## src/rtl/prom_pkg.sv

```systemverilog
package prom_pkg;
  typedef enum logic [2:0] {
    MODE_STANDBY,
    MODE_DISABLE,
    MODE_READ,
    MODE_SIG,
    MODE_PROG,
    MODE_VERIFY,
    MODE_INHIBIT
  } mode_e;
endpackage

```

## src/rtl/prom_mode_dec.sv

```systemverilog
module prom_mode_dec
  import prom_pkg::*;
(
  input  logic  ce_n_i,
  input  logic  oe_n_i,
  input  logic  vpp_i,
  input  logic  hv_i,
  output mode_e mode_o
);
  always_comb begin
    if (vpp_i) begin
      if (!ce_n_i && oe_n_i)      mode_o = MODE_PROG;
      else if (ce_n_i && !oe_n_i) mode_o = MODE_VERIFY;
      else                        mode_o = MODE_INHIBIT;
    end else if (ce_n_i) begin
      mode_o = MODE_STANDBY;
    end else if (oe_n_i) begin
      mode_o = MODE_DISABLE;
    end else if (hv_i) begin
      mode_o = MODE_SIG;
    end else begin
      mode_o = MODE_READ;
    end
  end
endmodule

```

## src/rtl/prom_array.sv

```systemverilog
module prom_array #(
  parameter int ADDR_W   = 6,
  parameter int DATA_W   = 16,
  parameter bit ERASABLE = 1'b1
) (
  input  logic              clk_i,
  input  logic              rst_ni,
  input  logic              wr_en_i,
  input  logic              erase_i,
  input  logic [ADDR_W-1:0] addr_i,
  input  logic [DATA_W-1:0] wdata_i,
  output logic [DATA_W-1:0] rdata_o
);
  localparam int DEPTH = 2 ** ADDR_W;

  logic [DATA_W-1:0] mem [DEPTH];
  logic              erase_en;

  generate
    if (ERASABLE) begin : g_erasable
      assign erase_en = erase_i;
    end else begin : g_otp
      assign erase_en = 1'b0;
    end
  endgenerate

  // reset models a blank part
  always_ff @(posedge clk_i or negedge rst_ni) begin
    if (!rst_ni) begin
      for (int i = 0; i < DEPTH; i++) mem[i] <= '1;
    end else if (erase_en) begin
      for (int i = 0; i < DEPTH; i++) mem[i] <= '1;
    end else if (wr_en_i) begin
      mem[addr_i] <= mem[addr_i] & wdata_i;
    end
  end

  assign rdata_o = mem[addr_i];

  AST_PROG_CLEAR_ONLY: assert property (@(posedge clk_i) disable iff (!rst_ni)
    wr_en_i && !erase_en |=> (mem[$past(addr_i)] & ~$past(rdata_o)) == '0);
  AST_ERASE_BLANK: assert property (@(posedge clk_i) disable iff (!rst_ni)
    erase_en |=> &mem[$past(addr_i)]);
endmodule

```

## src/rtl/prom_out_stage.sv

```systemverilog
module prom_out_stage
  import prom_pkg::*;
#(
  parameter int         DATA_W = 16,
  parameter logic [7:0] MFG_ID = 8'h97,
  parameter logic [7:0] DEV_ID = 8'h30
) (
  input  logic              clk_i,
  input  logic              rst_ni,
  input  mode_e             mode_i,
  input  logic              sel_i,
  input  logic [DATA_W-1:0] word_i,
  output logic [DATA_W-1:0] data_o,
  output logic              data_oe_o
);
  localparam int PAD_W = DATA_W - 8;

  logic [DATA_W-1:0] nxt_data;
  logic              nxt_oe;

  always_comb begin
    nxt_data = '0;
    nxt_oe   = 1'b0;
    unique case (mode_i)
      MODE_READ, MODE_VERIFY: begin
        nxt_data = word_i;
        nxt_oe   = 1'b1;
      end
      MODE_SIG: begin
        nxt_data = {{PAD_W{1'b0}}, (sel_i ? DEV_ID : MFG_ID)};
        nxt_oe   = 1'b1;
      end
      default: ;
    endcase
  end

  always_ff @(posedge clk_i or negedge rst_ni) begin
    if (!rst_ni) begin
      data_o    <= '0;
      data_oe_o <= 1'b0;
    end else begin
      data_o    <= nxt_data;
      data_oe_o <= nxt_oe;
    end
  end
endmodule

```

## src/rtl/prom_ctrl.sv

```systemverilog
module prom_ctrl
  import prom_pkg::*;
#(
  parameter int         ADDR_W   = 6,
  parameter int         DATA_W   = 16,
  parameter bit         ERASABLE = 1'b1,
  parameter logic [7:0] MFG_ID   = 8'h97,
  parameter logic [7:0] DEV_ID   = 8'h30
) (
  input  logic              clk_i,
  input  logic              rst_ni,
  input  logic              ce_n_i,
  input  logic              oe_n_i,
  input  logic              vpp_i,
  input  logic              hv_i,
  input  logic              erase_i,
  input  logic [ADDR_W-1:0] addr_i,
  input  logic [DATA_W-1:0] data_i,
  output logic [DATA_W-1:0] data_o,
  output logic              data_oe_o
);
  mode_e             mode;
  logic              ce_n_q;
  logic              wr_en;
  logic [DATA_W-1:0] word;

  prom_mode_dec u_dec (
    .ce_n_i (ce_n_i),
    .oe_n_i (oe_n_i),
    .vpp_i  (vpp_i),
    .hv_i   (hv_i),
    .mode_o (mode)
  );

  // one write per chip-enable low pulse
  always_ff @(posedge clk_i or negedge rst_ni) begin
    if (!rst_ni) ce_n_q <= 1'b1;
    else         ce_n_q <= ce_n_i;
  end

  assign wr_en = (mode == MODE_PROG) && ce_n_q;

  prom_array #(
    .ADDR_W   (ADDR_W),
    .DATA_W   (DATA_W),
    .ERASABLE (ERASABLE)
  ) u_array (
    .clk_i   (clk_i),
    .rst_ni  (rst_ni),
    .wr_en_i (wr_en),
    .erase_i (erase_i),
    .addr_i  (addr_i),
    .wdata_i (data_i),
    .rdata_o (word)
  );

  prom_out_stage #(
    .DATA_W (DATA_W),
    .MFG_ID (MFG_ID),
    .DEV_ID (DEV_ID)
  ) u_out (
    .clk_i     (clk_i),
    .rst_ni    (rst_ni),
    .mode_i    (mode),
    .sel_i     (addr_i[0]),
    .word_i    (word),
    .data_o    (data_o),
    .data_oe_o (data_oe_o)
  );

  AST_READ_DRIVES: assert property (@(posedge clk_i) disable iff (!rst_ni)
    !vpp_i && !ce_n_i && !oe_n_i |=> data_oe_o);
  AST_DISABLE_HIZ: assert property (@(posedge clk_i) disable iff (!rst_ni)
    !ce_n_i && oe_n_i |=> !data_oe_o && data_o == '0);
  AST_STANDBY_HIZ: assert property (@(posedge clk_i) disable iff (!rst_ni)
    !vpp_i && ce_n_i |=> !data_oe_o && data_o == '0);
  AST_ONE_WRITE_PER_PULSE: assert property (@(posedge clk_i) disable iff (!rst_ni)
    wr_en |=> !wr_en);
  AST_VERIFY_DRIVES: assert property (@(posedge clk_i) disable iff (!rst_ni)
    vpp_i && ce_n_i && !oe_n_i |=> data_oe_o);
  AST_INHIBIT_NO_WRITE: assert property (@(posedge clk_i) disable iff (!rst_ni)
    vpp_i && (ce_n_i == oe_n_i) |-> !wr_en);
  AST_SIG_UPPER_ZERO: assert property (@(posedge clk_i) disable iff (!rst_ni)
    hv_i && !vpp_i && !ce_n_i && !oe_n_i |=> data_oe_o && data_o[DATA_W-1:8] == '0);
endmodule

```

## config.mk

```make
export PLATFORM = sky130hd
export DESIGN_NAME = prom_ctrl
export DESIGN_NICKNAME = d
export VERILOG_FILES = /design/src/rtl/prom_pkg.sv /design/src/rtl/prom_mode_dec.sv /design/src/rtl/prom_array.sv /design/src/rtl/prom_out_stage.sv /design/src/rtl/prom_ctrl.sv
export SDC_FILE = /design/constraint.sdc
export NUM_CORES = 2
export LEC_CHECK = 0
export ABC_CLOCK_PERIOD_IN_PS = 2700
export BUFFER_PORTS_ARGS = -buffer_cell sky130_fd_sc_hd__buf_4
export CAP_MARGIN = 15
export CORE_AREA = 2 2 442 444
export DETAILED_ROUTE_END_ITERATION = 10
export DIE_AREA = 0 0 444 446
export GPL_TIMING_DRIVEN = 0
export PLACE_DENSITY_LB_ADDON = 0.15
export SLEW_MARGIN = 5
export SYNTH_ARGS = -nofsm -noshare
export SYNTH_HDL_FRONTEND = slang
export SYNTH_SLANG_ARGS = --single-unit
```

## constraint.sdc

```tcl
create_clock -name clk_i -period 2.7 [get_ports clk_i]
set_input_delay 0.54 -clock clk_i [delete_from_list [all_inputs] [get_ports clk_i]]
set_output_delay 0.54 -clock clk_i [all_outputs]
set_load 0.01 [all_outputs]
```

==> reports/results.tsv <==
metric	value	unit
buffer_depth_of_the_longest_clock_path	3	
number_of_buffers_added_on_ports	41	
largest_fanout_of_any_net_on_the_critical_path	9	
fin_setup_tns	-238.14	ns
nets	5218	
critical_path_cell_sequence	buf_6, buf_12, buf_16, buf_16, buf_16, nor3b_1, o211ai_1, o221ai_2, nor4b_4, nand4b_1, buf_6, o21ai_4, clkbuf_16, clkbuf_16, a21oi_1	
post-place-ws	-4.30	ns
ys_ff_latch	1042	
seq_area_frac_synth	57.0	%
crit_required	3.43	ns
final_slew_violations	0	
startpoint_type_of_the_worst_setup_path	input port	
design.die.area	198000	sq um
drt_iter0_drc	7238	
vdd.ir_drop.worst	0.000705	V
cp_data_arrival_time	4.05	ns
dpl_cell_area	53400	sq um
route.final.wire_length	378	mm
design_area	67200	sq um
path_class_of_the_lowest_slack_min_delay_path	input port to flip-flop	
p_leak	24.6	nW
critical-path-slowest-cell	o211ai_1	
syn2layout_area_growth	39.9	%
relSlewSlack	24.5	%
ys_top_cells_by_area	dfstp_2, a21oi_1, nor2_1	
slowest_delay	0.67	ns
cts_buffers	130	
ios	46	
cts_clock_pin_slew_for_the_worst_setup_and_hold_paths	0.05	ns
grt_first_pass_wirelength	473	mm
total_power	42.6	mW
globalplace.congestion	1.06	
detailed_place_hpwl	262	mm
clock_tree.htree_level_count	4	
ys.warnings.count	0	
routedWlPerCell	48.1	um
via_count	49035	
residual_antenna_violating_net_count_after_detailed_routing	0	
synthesis.area	48000	sq um
post-route-period-util	123	%
drc	0	
drt_pre_antenna_iters	6	
fp-row-count	162	
global_route.overflow_total	0	
antenna_found_initial	33	
syn_inst	4657	
cellPowerDensity	635	nW/um^2
timing.critical_path.to_type	flip-flop	
timing.critical_path.buf_inv	8	
vias_per_cell	6.23	
failed_checks	negative setup slack	
synth_top_area_share	56.1	%
yosysUniqueCellTypes	74	
crit_family	buffers and inverters	
die_height	446	um
insertion_delay	0.84	ns
timing.setup.critical_path_class	input port to flip-flop	
fmax	0.301	GHz
r2r_setup_slack	-0.61	ns
final_setup_skew	0.0439	ns
worst_path_most_repeated_cell	buf_16	
post-route-worst-setup-slack	-0.622	ns
grt_max_degree	156	
die_x	444	um
clockRootBuffer	clkbuf_16	
tritoncts_clock_tree	yes	
mappedNetlistNets	4688	
syn_avg_cell_area	10.3	sq um
final.fill_count	19489	
core	194000	sq um
ys_async_sr_fraction	100	%
yosys.area.top_type	dfstp_2	
setup-violations-final	1024	
synth_ff_type	dfstp_2	
timing.final.crit_period	3.32	ns
rsz0062_at_grt	true	
max_slew.worst_pin.slew	1.13	ns
synth_edf_count	0	
cts.sinks	1042	
layout-drive-gt1-share	50.6	%
groute.usage.overall	36.7	%
drv_cap	0	
final_hold_viol_count	0	
outcome	finished, violations left	
floorplan.initialDensity	24.8	%
grt_pass1_vias	44766	
[layout by cell type (no fill, tap or decap), drive strengths merged, types with 6 or more instances in the layout]
| master | netlist | layout |
|---|---|---|
| o31ai | 11 | 11 |
| diode | 0 | 35 |
| a21oi | 886 | 886 |
| and3 | 20 | 20 |
| nor2 | 889 | 889 |
| a22o | 14 | 14 |
| mux2 | 37 | 37 |
| a22oi | 231 | 231 |
| bufinv | 0 | 7 |
| inv | 8 | 13 |
| clkbuf | 209 | 415 |
| dfstp | 1025 | 1025 |
| a211oi | 13 | 13 |
| o32ai | 6 | 6 |
| nand3 | 27 | 27 |
| nand2 | 125 | 125 |
| nor2b | 11 | 11 |
| o221ai | 30 | 30 |
| o211ai | 10 | 10 |
| nand2b | 12 | 12 |
| o22ai | 136 | 136 |
| nor3b | 10 | 10 |
| nor4 | 11 | 11 |
| and2 | 7 | 7 |
| a21o | 66 | 66 |
| mux4 | 6 | 6 |
| o22a | 228 | 228 |
| clkinv | 0 | 24 |
| a221oi | 97 | 97 |
| a222oi | 6 | 6 |
| a221o | 17 | 17 |
| buf | 230 | 612 |
| nor3 | 45 | 45 |
| o21ai | 64 | 64 |
| dfrtp | 17 | 17 |
| nand3b | 12 | 12 |
| a31oi | 10 | 10 |
| mux2i | 66 | 66 |
[cell families after synthesis]
family / after synthesis / share of synthesized area, %
AO/OA/AOI/OAI: 1871 / 25.7
buffers and inverters: 447 / 4.59
AND/OR/NAND/NOR: 1186 / 10.1
adder cells (fa/ha/maj): 2 / 0.0521
flip-flops: 1042 / 57.0
multiplexers: 109 / 2.53
[path summary, 6_finish.rpt]
kind                             startpoint                to  depth (start not counted)
setup reg to reg           u_array.mem[396]  u_array.mem[748]                         10
setup / recovery                  addr_i[2]  u_array.mem[748]                         15
hold reg to reg            u_array.mem[981]  u_array.mem[981]                          2
hold / removal                        vpp_i   u_out.data_oe_o                          3
max in group asynchronous            rst_ni  u_array.mem[748]                          5
min in group asynchronous            rst_ni  u_array.mem[198]                          2
[cells in the mapped netlist, types with 25 or more instances]
library cell / n
dfstp_2: 1025
o21ai_0: 58
a21oi_1: 856
nand2_1: 125
mux2_2: 37
mux2i_1: 66
clkbuf_1: 209
a21o_1: 66
o221ai_1: 30
a22oi_1: 231
a221oi_1: 97
nor2_1: 888
a21oi_2: 30
o22a_1: 228
buf_6: 31
o22ai_1: 136
buf_4: 25
nand3_1: 27
buf_2: 157
nor3_1: 43
[final cells by class]
type	instances	area, sq um	area share [%]
diodes	35	87.6	0.130
plain buffers	425	5170	7.69
multi-input cells	3168	21700	32.3
inverters	8	30.0	0.0447
clock inverters	39	475	0.708
repair buffers	412	5330	7.94
clock buffers	195	3820	5.69
well taps	2542	3180	4.74
flip-flops and latches	1042	27400	40.7
[sequential cells by signal (all words and copies together), names as in the netlist]
signal,count
u_array.mem,1024
ce_n_q,1
u_out.data_o,16
u_out.data_oe_o,1
[worst min-delay path: cells and delay by family]
kind,cells,cell delay (ns)
AND/OR/NAND/NOR,2,0.17
buffers and inverters,1,0.10
[report_power, final]
part	total, mW	internal [mW]	switching (mW)
clock network	18.3	10.5	7.84
logic	8.50	2.64	5.86
registers	15.8	15.8	0.0218
[stage by stage]
stage	utilization [%]	hold slack, ns	instances
final	34.7	0.0398	7866
after global placement	26.8	0.488	7240
after detailed placement	27.6	0.490	7315
after floorplan	-	0.244	4657
after CTS	32.7	0.0112	7694
after global routing	34.6	0.0697	7834
[routing by layer]
metal	part of all wire, %	track usage, %
met5	0.028	0
met4	9.7	29.5
met3	13	13.4
met2	40	49.9
met1	38	46.2
[what timing repair did]
item | CTS | global route
setup buffers | 143 | 115
endpoints found under the hold margin | 70 | 0
hold buffers | 2 | 0
resized for setup | 1061 | 517
endpoints found under the setup margin | 1040 | 1145
pin swaps | 70 | 93
gates cloned | 9 | 31
(Power assumes the default switching activity.)
